[src/rtl/sdr_burst_pkg.sv]
package sdr_burst_pkg;

   typedef enum logic [2:0] {
      BLC_ONE  = 3'b000,
      BLC_TWO  = 3'b001,
      BLC_FOUR = 3'b010,
      BLC_EIGHT = 3'b011,
      BLC_PAGE = 3'b111
   } blc_e;

   typedef struct packed {
      logic       page;
      logic [1:0] lg;
   } bl_dec_t;

   function automatic bl_dec_t bl_decode(input logic [2:0] code);
      bl_dec_t d;
      d = '0;
      case (code)
         BLC_TWO:   d.lg = 2'd1;
         BLC_FOUR:  d.lg = 2'd2;
         BLC_EIGHT: d.lg = 2'd3;
         BLC_PAGE:  d.page = 1'b1;
         default:   d.lg = 2'd0;
      endcase
      return d;
   endfunction

endpackage

[src/rtl/sdr_col_gen.sv]
module sdr_col_gen #(
   parameter int COL_W  = 8,
   parameter bit ILV_EN = 1'b1
) (
   input  logic [COL_W-1:0] start,
   input  logic [COL_W-1:0] cnt,
   input  logic [COL_W-1:0] mask,
   input  logic             ilv,
   output logic [COL_W-1:0] col
);
   logic [COL_W-1:0] lin_col;
   logic [COL_W-1:0] sum;

   always_comb begin
      sum     = start + cnt;
      lin_col = (start & ~mask) | (sum & mask);
   end

   generate
      if (ILV_EN) begin : g_ilv
         logic [COL_W-1:0] xor_col;
         always_comb begin
            xor_col = start ^ (cnt & mask);
            col     = ilv ? xor_col : lin_col;
         end
      end else begin : g_lin
         logic unused_ilv;
         assign unused_ilv = ilv;
         assign col = lin_col;
      end
   endgenerate
endmodule

[src/rtl/sdr_beat_ctrl.sv]
module sdr_beat_ctrl
   import sdr_burst_pkg::*;
#(
   parameter int COL_W = 8
) (
   input  logic             clk,
   input  logic             rst_n,
   input  logic             cmd_valid,
   input  logic             cmd_write,
   input  logic [COL_W-1:0] start_col,
   input  logic [2:0]       bl_code,
   input  logic             order_ilv,
   input  logic             cas_lat3,
   input  logic             single_write,
   input  logic             stop,
   output logic             act_q,
   output logic             wr_q,
   output logic             cl3_q,
   output logic             ilv_q,
   output logic [COL_W-1:0] start_q,
   output logic [COL_W-1:0] cnt_q,
   output logic [COL_W-1:0] mask_q
);
   bl_dec_t          dec;
   logic             one_wr;
   logic             new_page;
   logic [COL_W-1:0] new_mask;
   logic             page_q;
   logic             last;

   always_comb begin
      dec      = bl_decode(bl_code);
      one_wr   = cmd_write & single_write;
      new_page = dec.page & ~one_wr;
      if (one_wr)
         new_mask = '0;
      else if (dec.page)
         new_mask = '1;
      else
         new_mask = COL_W'((1 << dec.lg) - 1);
      last = ~page_q & (cnt_q == mask_q);
   end

   always_ff @(posedge clk or negedge rst_n) begin
      if (!rst_n) begin
         act_q   <= 1'b0;
         wr_q    <= 1'b0;
         cl3_q   <= 1'b0;
         ilv_q   <= 1'b0;
         page_q  <= 1'b0;
         start_q <= '0;
         cnt_q   <= '0;
         mask_q  <= '0;
      end else if (cmd_valid) begin
         act_q   <= 1'b1;
         wr_q    <= cmd_write;
         cl3_q   <= cas_lat3;
         ilv_q   <= order_ilv & ~new_page;
         page_q  <= new_page;
         start_q <= start_col;
         cnt_q   <= '0;
         mask_q  <= new_mask;
      end else if (act_q) begin
         if (stop || last)
            act_q <= 1'b0;
         else
            cnt_q <= cnt_q + 1'b1;
      end
   end
endmodule

[src/rtl/sdr_lat_pipe.sv]
module sdr_lat_pipe #(
   parameter int CL_LO = 2,
   parameter int CL_HI = 3,
   parameter int NB    = 2
) (
   input  logic          clk,
   input  logic          rst_n,
   input  logic          beat_in,
   input  logic          hi_sel,
   input  logic [NB-1:0] out_mask,
   output logic          valid_out,
   output logic [NB-1:0] drive
);
   localparam int DEPTH  = CL_HI - 1;
   localparam int IDX_HI = 0;
   localparam int IDX_LO = CL_HI - CL_LO;

   logic [DEPTH-1:0] stg_q;
   logic [DEPTH-1:0] stg_d;
   logic [NB-1:0]    om_d1;
   logic [NB-1:0]    om_d2;

   generate
      for (genvar i = 0; i < DEPTH; i++) begin : g_stg
         logic ins;
         assign ins = beat_in & ((hi_sel && i == IDX_HI) || (!hi_sel && i == IDX_LO));
         if (i == 0) begin : g_head
            assign stg_d[i] = ins;
         end else begin : g_body
            assign stg_d[i] = stg_q[i-1] | ins;
         end
      end
   endgenerate

   always_ff @(posedge clk or negedge rst_n) begin
      if (!rst_n) begin
         stg_q <= '0;
         om_d1 <= '0;
         om_d2 <= '0;
      end else begin
         stg_q <= stg_d;
         om_d1 <= out_mask;
         om_d2 <= om_d1;
      end
   end

   assign valid_out = stg_q[DEPTH-1];
   assign drive     = {NB{valid_out}} & ~om_d2;
endmodule

[src/rtl/sdr_burst_seq.sv]
module sdr_burst_seq #(
   parameter int COL_W  = 8,
   parameter int NB     = 2,
   parameter int CL_LO  = 2,
   parameter int CL_HI  = 3,
   parameter bit ILV_EN = 1'b1
) (
   input  logic             clk,
   input  logic             rst_n,
   input  logic             cmd_valid,
   input  logic             cmd_write,
   input  logic [COL_W-1:0] start_col,
   input  logic [2:0]       bl_code,
   input  logic             order_ilv,
   input  logic             cas_lat3,
   input  logic             single_write,
   input  logic             stop,
   input  logic [NB-1:0]    in_mask,
   input  logic [NB-1:0]    out_mask,
   output logic             col_valid,
   output logic [COL_W-1:0] col_addr,
   output logic             is_write,
   output logic [NB-1:0]    wr_accept,
   output logic             rd_valid,
   output logic [NB-1:0]    rd_drive
);
   generate
      if (COL_W < 3) begin : g_bad_col
         $error("COL_W must hold an 8-beat burst");
      end
      if (CL_LO < 2 || CL_HI < CL_LO) begin : g_bad_cl
         $error("latency parameters out of range");
      end
      if (NB < 1) begin : g_bad_nb
         $error("NB must be at least 1");
      end
   endgenerate

   logic             act_q, wr_q, cl3_q, ilv_q;
   logic [COL_W-1:0] start_q, cnt_q, mask_q;

   sdr_beat_ctrl #(.COL_W(COL_W)) u_ctrl (
      .clk(clk), .rst_n(rst_n), .cmd_valid(cmd_valid), .cmd_write(cmd_write),
      .start_col(start_col), .bl_code(bl_code), .order_ilv(order_ilv),
      .cas_lat3(cas_lat3), .single_write(single_write), .stop(stop),
      .act_q(act_q), .wr_q(wr_q), .cl3_q(cl3_q), .ilv_q(ilv_q),
      .start_q(start_q), .cnt_q(cnt_q), .mask_q(mask_q)
   );

   sdr_col_gen #(.COL_W(COL_W), .ILV_EN(ILV_EN)) u_col (
      .start(start_q), .cnt(cnt_q), .mask(mask_q), .ilv(ilv_q), .col(col_addr)
   );

   sdr_lat_pipe #(.CL_LO(CL_LO), .CL_HI(CL_HI), .NB(NB)) u_pipe (
      .clk(clk), .rst_n(rst_n), .beat_in(act_q & ~wr_q), .hi_sel(cl3_q),
      .out_mask(out_mask), .valid_out(rd_valid), .drive(rd_drive)
   );

   assign col_valid = act_q;
   assign is_write  = wr_q;
   assign wr_accept = {NB{act_q & wr_q}} & ~in_mask;
endmodule

[config.mk]
export PLATFORM = sky130hd
export DESIGN_NAME = sdr_burst_seq
export DESIGN_NICKNAME = d
export VERILOG_FILES = /design/src/rtl/sdr_burst_pkg.sv /design/src/rtl/sdr_col_gen.sv /design/src/rtl/sdr_beat_ctrl.sv /design/src/rtl/sdr_lat_pipe.sv /design/src/rtl/sdr_burst_seq.sv
export SDC_FILE = /design/constraint.sdc
export NUM_CORES = 1
export LEC_CHECK = 0
export ABC_CLOCK_PERIOD_IN_PS = 3600
export BUFFER_PORTS_ARGS = -buffer_cell sky130_fd_sc_hd__buf_2
export CORE_MARGIN = 2
export CORE_UTILIZATION = 50
export CTS_CLUSTER_DIAMETER = 30
export DETAILED_ROUTE_END_ITERATION = 12
export PLACE_DENSITY_LB_ADDON = 0.2
export SLEW_MARGIN = 20
export SYNTH_ARGS = -nofsm -noshare
export SYNTH_HDL_FRONTEND = slang
export SYNTH_HIERARCHICAL = 1
export SYNTH_SLANG_ARGS = --single-unit
[constraint.sdc]
create_clock -name clk -period 3.6 [get_ports clk]
set_clock_uncertainty 0.05 [all_clocks]
set_input_delay 0.9 -clock clk [delete_from_list [all_inputs] [get_ports clk]]
set_output_delay 0.9 -clock clk [all_outputs]
set_load 0.02 [all_outputs]
==> impl_metrics.csv, run 1 <==
group,metric,value,unit
status,run_status,"finished, final reports clean",
worst_setup_path,crit_type,"reg2out",
placement,dp.cells,277,
worst_setup_path,rr_endpoint,"u_ctrl/cnt_q[0]$_DFFE_PN0P_",
clock_tree,cts_tree,"done",
grt,overflow,0,
clock_tree,cts-resized-gates,0,
timing,finalMaxSlewViolations,0,
timing,rsz0062_at_grt,"false",
drt,wl_per_cell,13.6,µm
yosys,yosysWarnings,6,
floorplanning,boundaryPins,38,
pwr,power,0.907,mW
drt,firstDrtPassIters,4,
worst_setup_path,r2r_setup_slack,1.85,ns
grt,grt_max_degree,32,
drt,vias,1585,
final_layout,fillers,344,
worst_hold_path,holdPathStages,0,
timing,worstMarginPinSlew,0.679,ns
drt,viasPerCell,5.56,
clock_tree,worst_skew_pair.late_latency,0.28,ns
floorplanning,core,0.00372,mm²
yosys,synth_area,0.00197,mm²
drt,ant_nets,0,
timing,worst_hold_slack,0.305,ns
yosys,synth_top_cell_area_share,0.394,
worst_setup_path,cp_data_arrival_time,2.36,ns
worst_setup_path,worstSetupStartpointType,"register",
final_layout,layout.cells.non_filler,285,
pwr,p_per_area,403,mW/mm²
worst_hold_path,hp-start,"u_pipe/om_d1[0]$_DFF_PN0_",
floorplanning,die_x,66.8,µm
final_layout,fin_nets,268,
pwr,vdd_drop_max,232,µV
pwr,leakagePower,1.04,nW
yosys,yosysSeqAreaShare,0.394,
timing,timing.fmax,0.302,GHz
worst_setup_path,cp_slowest_cell,"dfrtp_1",
placement,dp_slack,0.588,ns
worst_setup_path,rr_worst_depth,4,
yosys,synth_edf_count,0,
grt,grtUsageTotal,0.192,
yosys,yosysTopAreaCell,"dfrtp_1",
placement,port_buffers,37,
yosys,synth_cell_types,53,
worst_setup_path,critical-path-max-stage-delay,0.49,ns
yosys,ys_seq_elements,31,
timing,post-route-period-util,0.919,
worst_setup_path,reg2reg_from,"u_ctrl/cnt_q[5]$_DFFE_PN0P_",
placement,dpl_cell_area,0.00217,mm²
worst_setup_path,critPathMaxFanout,9,
final_layout,diodes,0,
yosys,syn_area_per_cell,9.85,µm²
final_layout,design_area,0.00225,mm²
yosys,async_flop_share,1.00,
floorplanning,die_area,0.00446,mm²
grt,grt_pass1_vias,1451,
clock_tree,cts_sinks,31,
drt,drt_iter0_drc,87,
yosys,synth_ff_type,"dfrtp_1",
clock_tree,cts_buffers,5,
worst_setup_path,worstPathCellList,"ha_1 > inv_1 > fa_1 > nor2b_4 > o31a_1 > o31ai_2 > xnor2_1 > a31o_1 > buf_2",
placement,gpl.final_weighted_congestion,0.792,
floorplanning,start_util,0.530,
timing,period_needed,3.31,ns
floorplanning,rows,22,
final_layout,area_growth,14.4,%
yosys,yosys-top-cells-count,"dfrtp_1 (31), o21ai_0 (16), nand2_1 (13)",
drt,totalWireLength,3870,µm
worst_hold_path,hold-path-endpoint,"u_pipe/om_d2[0]$_DFF_PN0_",
timing,worst_slack,0.292,ns
clock_tree,cts_hold_buffers,0,
worst_setup_path,end_kind,"output pin",
timing,tns,0,ns
yosys,syn_inst,200,
clock_tree,postCtsSetupBuffers,0,
grt,grt_pass1_wl,6490,µm
floorplanning,die_h,66.8,µm
timing,final_hold_viol_count,0,
yosys,synthMostInstantiatedCell,"dfrtp_1",
flow_run,maxCapViolCount,0,
worst_hold_path,min_path_type,"reg2reg",
final_layout,final_layout_size_suffix_gt1_frac,0.283,
timing,setup_viol,0,
placement,dp_hpwl,2820,µm
final_layout,final_util,0.606,
clock_tree,htree_num_levels,2,
grt,antenna_found_initial,0,
worst_setup_path,cp.required,2.65,ns
timing,maxSlewHeadroom,0.547,
clock_tree,clkTransAtPathRegs,0.07,ns
yosys,syn_nets,232,
clock_tree,cts_root_buffer,"clkbuf_8",
yosys,ys_top_cells_by_area,"dfrtp_1 (39%), mux2_2 (6.9%), ha_1 (5.1%), o21ai_0 (4.1%), a21oi_1 (3.0%)",
drt,drc,0,
clock_tree,cts_buffer_depth,2,
==> worst max path at each step <==
stage,from,end
global placement,u_ctrl/cnt_q[0]$_DFFE_PN0P_,col_addr[6]
floorplan,u_ctrl/cnt_q[4]$_DFFE_PN0P_,col_addr[7]
CTS,u_ctrl/cnt_q[0]$_DFFE_PN0P_,col_addr[6]
detailed placement,u_ctrl/cnt_q[0]$_DFFE_PN0P_,col_addr[6]
finish,u_ctrl/cnt_q[0]$_DFFE_PN0P_,col_addr[6]
global route,u_ctrl/cnt_q[0]$_DFFE_PN0P_,col_addr[6]
==> worst max-delay path, delay by kind of cell, from the launching register on <==
family                     cells  cell delay [ns]
adders and majority gates      2             0.68
DFF                            1             0.49
AOI/OAI and AO/OA              3             0.44
buffers and inverters          2             0.21
and+or+nand+nor                1             0.13
xor gates and xnor gates       1             0.13
==> cell families after synthesis <==
group / Yosys count / synth area share
AOI/OAI and AO/OA: 54 / 0.180
buffers and inverters: 20 / 0.0464
muxes: 13 / 0.0737
adders and majority gates: 10 / 0.0661
DFF: 31 / 0.394
xor gates and xnor gates: 9 / 0.0400
and+or+nand+nor: 63 / 0.200
==> power by group <==
| part | total [mW] | switching, mW | internal [mW] |
|---|---|---|---|
| Sequential | 0.415 | 0.0392 | 0.376 |
| Clock | 0.262 | 0.127 | 0.135 |
| Combinational | 0.230 | 0.126 | 0.104 |
| Total | 0.907 | 0.293 | 0.615 |
==> final cells by class <==
| type | instances | area (µm²) | share of cell area |
|---|---|---|---|
| Tap cell | 48 | 60.1 | 0.0267 |
| Inverter | 12 | 45.0 | 0.0200 |
| Multi-Input combinational cell | 149 | 1100 | 0.489 |
| Timing Repair Buffer | 37 | 185 | 0.0822 |
| Clock inverter | 2 | 12.5 | 0.00555 |
| Sequential cell | 31 | 776 | 0.344 |
| Clock buffer | 6 | 72.6 | 0.0322 |
==> state kept, by name, indices dropped and copies added (netlist names) <==
| register | flops |
|---|---|
| u_ctrl/wr_q | 1 |
| u_pipe/om_d1 | 2 |
| u_ctrl/cl3_q | 1 |
| u_pipe/om_d2 | 2 |
| u_ctrl/mask_q | 5 |
| u_ctrl/start_q | 8 |
| u_ctrl/cnt_q | 8 |
| u_ctrl/act_q | 1 |
| u_pipe/stg_q | 2 |
| u_ctrl/ilv_q | 1 |
==> layer usage <==
| layer | vias to the layer above | wire [µm] | GRT usage |
|---|---|---|---|
| li1 | 807 | - | - |
| met1 | 751 | 1930 | 0.267 |
| met2 | 25 | 1780 | 0.301 |
| met3 | 2 | 132 | 0.0405 |
| met4 | 0 | 22 | 0.0536 |
| met5 | - | 0 | 0 |
==> cells in the final DEF (no fill, tap or decap), types with 3 or more instances in the layout <==
cell type,count
o21ai_0,16
buf_2,37
and3_1,3
nor2b_1,3
nor3_1,3
ha_1,8
nor2_1,5
clkbuf_8,5
a31oi_1,3
dfrtp_1,31
inv_1,12
nand2_1,13
o311ai_0,3
xnor2_1,6
nand2b_1,5
nand3_1,12
mux2_2,12
a21oi_1,12
xor2_1,3
No activity file was read; power rests on OpenSTA's default activity.
==> run 2, diff against run 1 <==
- CTS_BUF_LIST: not set -> sky130_fd_sc_hd__clkbuf_16
==> run 2 against run 1 <==
Net effect:
- combinational power about the same
- critical path type unchanged
- die area stayed put
- largest power group unchanged
- register-to-register slack lost 0.02 ns
- worst setup slack improved by 0.0083 ns
- worst hold slack lost 0.0070 ns
- sequential share of layout area fell by 0.84 points
- clock power increased by 50%
==> impl_metrics.csv, run 2 (same netlist as run 1, synthesis figures left out) <==
group,metric,value,unit
pwr,leakagePower,1.07,nW
floorplanning,core,0.00372,mm²
worst_setup_path,crit_type,"reg2out",
worst_hold_path,min_path_type,"reg2reg",
worst_setup_path,critical-path-max-stage-delay,0.49,ns
placement,dp.cells,277,
placement,port_buffers,37,
floorplanning,die_area,0.00446,mm²
clock_tree,htree_num_levels,2,
worst_setup_path,rr_worst_depth,4,
worst_setup_path,worstPathCellList,"ha_1 > inv_1 > fa_1 > nor2b_4 > o31a_1 > o31ai_2 > xnor2_1 > a31o_1 > buf_2",
placement,dpl_cell_area,0.00217,mm²
clock_tree,postCtsSetupBuffers,0,
placement,dp_slack,0.588,ns
pwr,vdd_drop_max,287,µV
timing,post-route-period-util,0.917,
worst_setup_path,worst-path-stages,9,
floorplanning,die_h,66.8,µm
worst_hold_path,hp-start,"u_pipe/om_d1[0]$_DFF_PN0_",
drt,ant_nets,0,
worst_setup_path,end_kind,"output pin",
final_layout,reg.largest.list,"u_ctrl/cnt_q x8, u_ctrl/start_q x8, u_ctrl/mask_q x5",
grt,grt_pass1_wl,6700,µm
clock_tree,worst_skew_pair.late_latency,0.27,ns
grt,grt_max_degree,32,
final_layout,fin_nets,268,
drt,drc,0,
timing,worst_slack,0.300,ns
worst_setup_path,crit_buf_inv,2,
grt,overflow,0,
final_layout,area_growth,17.3,%
drt,firstDrtPassIters,4,
worst_setup_path,critPathMaxFanout,9,
timing,tns,0,ns
timing,final_hold_viol_count,0,
pwr,p_per_area,451,mW/mm²
drt,drt_iter0_drc,78,
timing,setup_viol,0,
final_layout,final_layout_size_suffix_gt1_frac,0.283,
placement,gpl.final_weighted_congestion,0.792,
worst_setup_path,cp.required,2.65,ns
status,run_status,"finished, final reports clean",
floorplanning,die_x,66.8,µm
final_layout,fillers,329,
final_layout,design_area,0.00231,mm²
final_layout,seq_area,776,µm²
final_layout,diodes,0,
timing,maxSlewHeadroom,0.536,
flow_run,maxCapViolCount,0,
grt,grtUsageTotal,0.200,
worst_setup_path,cp_data_arrival_time,2.35,ns
timing,worstMarginPinSlew,0.696,ns
clock_tree,cts_buffers,5,
clock_tree,cts_root_buffer,"clkbuf_16",
clock_tree,clkTransAtPathRegs,0.05,ns
clock_tree,cts_tree,"done",
drt,wl_per_cell,14.0,µm
drt,vias,1611,
final_layout,multi_input_area,0.00110,mm²
worst_setup_path,cp_slowest_cell,"dfrtp_1",
timing,rsz0062_at_grt,"false",
final_layout,layout.cells.non_filler,285,
clock_tree,cts-resized-gates,0,
worst_setup_path,cp-startpoint,"u_ctrl/cnt_q[0]$_DFFE_PN0P_",
final_layout,mostFrequentLayoutCells,"buf_2 (37), dfrtp_1 (31), o21ai_0 (16), inv_1 (13), nand2_1 (13)",
placement,dp_hpwl,2820,µm
clock_tree,cts_buffer_depth,2,
final_layout,final_common_cell,"buf_2",
grt,antenna_found_initial,0,
worst_setup_path,worstSetupStartpointType,"register",
floorplanning,boundaryPins,38,
clock_tree,cts_hold_buffers,0,
grt,grt_pass1_vias,1446,
timing,period_needed,3.30,ns
worst_hold_path,holdPathStages,0,
floorplanning,rows,22,
timing,finalMaxSlewViolations,0,
worst_setup_path,cpLargestDelayFamily,"adder cells",
drt,totalWireLength,3990,µm
floorplanning,start_util,0.530,
clock_tree,cts_sinks,31,
worst_setup_path,reg2reg_from,"u_ctrl/cnt_q[5]$_DFFE_PN0P_",
timing,timing.fmax,0.303,GHz
final_layout,final_util,0.622,
drt,viasPerCell,5.65,
-- run 2: path summary, 6_finish.rpt --
path	endpoint	slack (ns)
setup / recovery	col_addr[6]	0.30
hold / removal	u_pipe/om_d2[0]$_DFF_PN0_	0.30
setup reg to reg	u_ctrl/cnt_q[0]$_DFFE_PN0P_	1.83
hold reg to reg	u_pipe/om_d2[0]$_DFF_PN0_	0.30
max in group asynchronous	u_ctrl/cnt_q[0]$_DFFE_PN0P_	2.43
min in group asynchronous	u_ctrl/cl3_q$_DFFE_PN0P_	0.62
-- run 2: worst register-to-register path, delay by kind of cell (launching register included) --
| family | cells | cell delay (ns) |
|---|---|---|
| AND/OR/NAND/NOR | 4 | 1.17 |
| flip-flops | 1 | 0.48 |
-- run 2: area by class of cell --
class | instances | share of cell area
multi-input cells | 149 | 0.477
clock buffers | 5 | 0.0542
inverters | 12 | 0.0195
clock inverters | 3 | 0.00704
well taps | 48 | 0.0260
flip-flops and latches | 31 | 0.336
repair buffers | 37 | 0.0802
-- run 2: through the flow --
stage	hold slack, ns	total power [mW]
6_report	0.298	1.04
5_1_grt	0.307	1.10
2_1_floorplan	0.281	0.585
3_5_place_dp	0.286	0.652
3_3_place_gp	0.282	0.650
4_1_cts	0.300	1.05
-- run 2: where the power goes --
part | total [mW] | internal (mW) | switching [mW]
logic | 0.231 | 0.104 | 0.127
clock network | 0.393 | 0.251 | 0.142
registers | 0.416 | 0.377 | 0.0397
total | 1.04 | 0.732 | 0.308
-- run 2: routing by layer --
layer  wire [µm]  global-route usage  share of wire  up-vias
li1            -                   -              -      811
met1        1940               0.282           0.48      768
met2        1870               0.305           0.47       30
met3         166              0.0456          0.042        2
met4          22              0.0612         0.0055        0
met5           0                   0              0        -
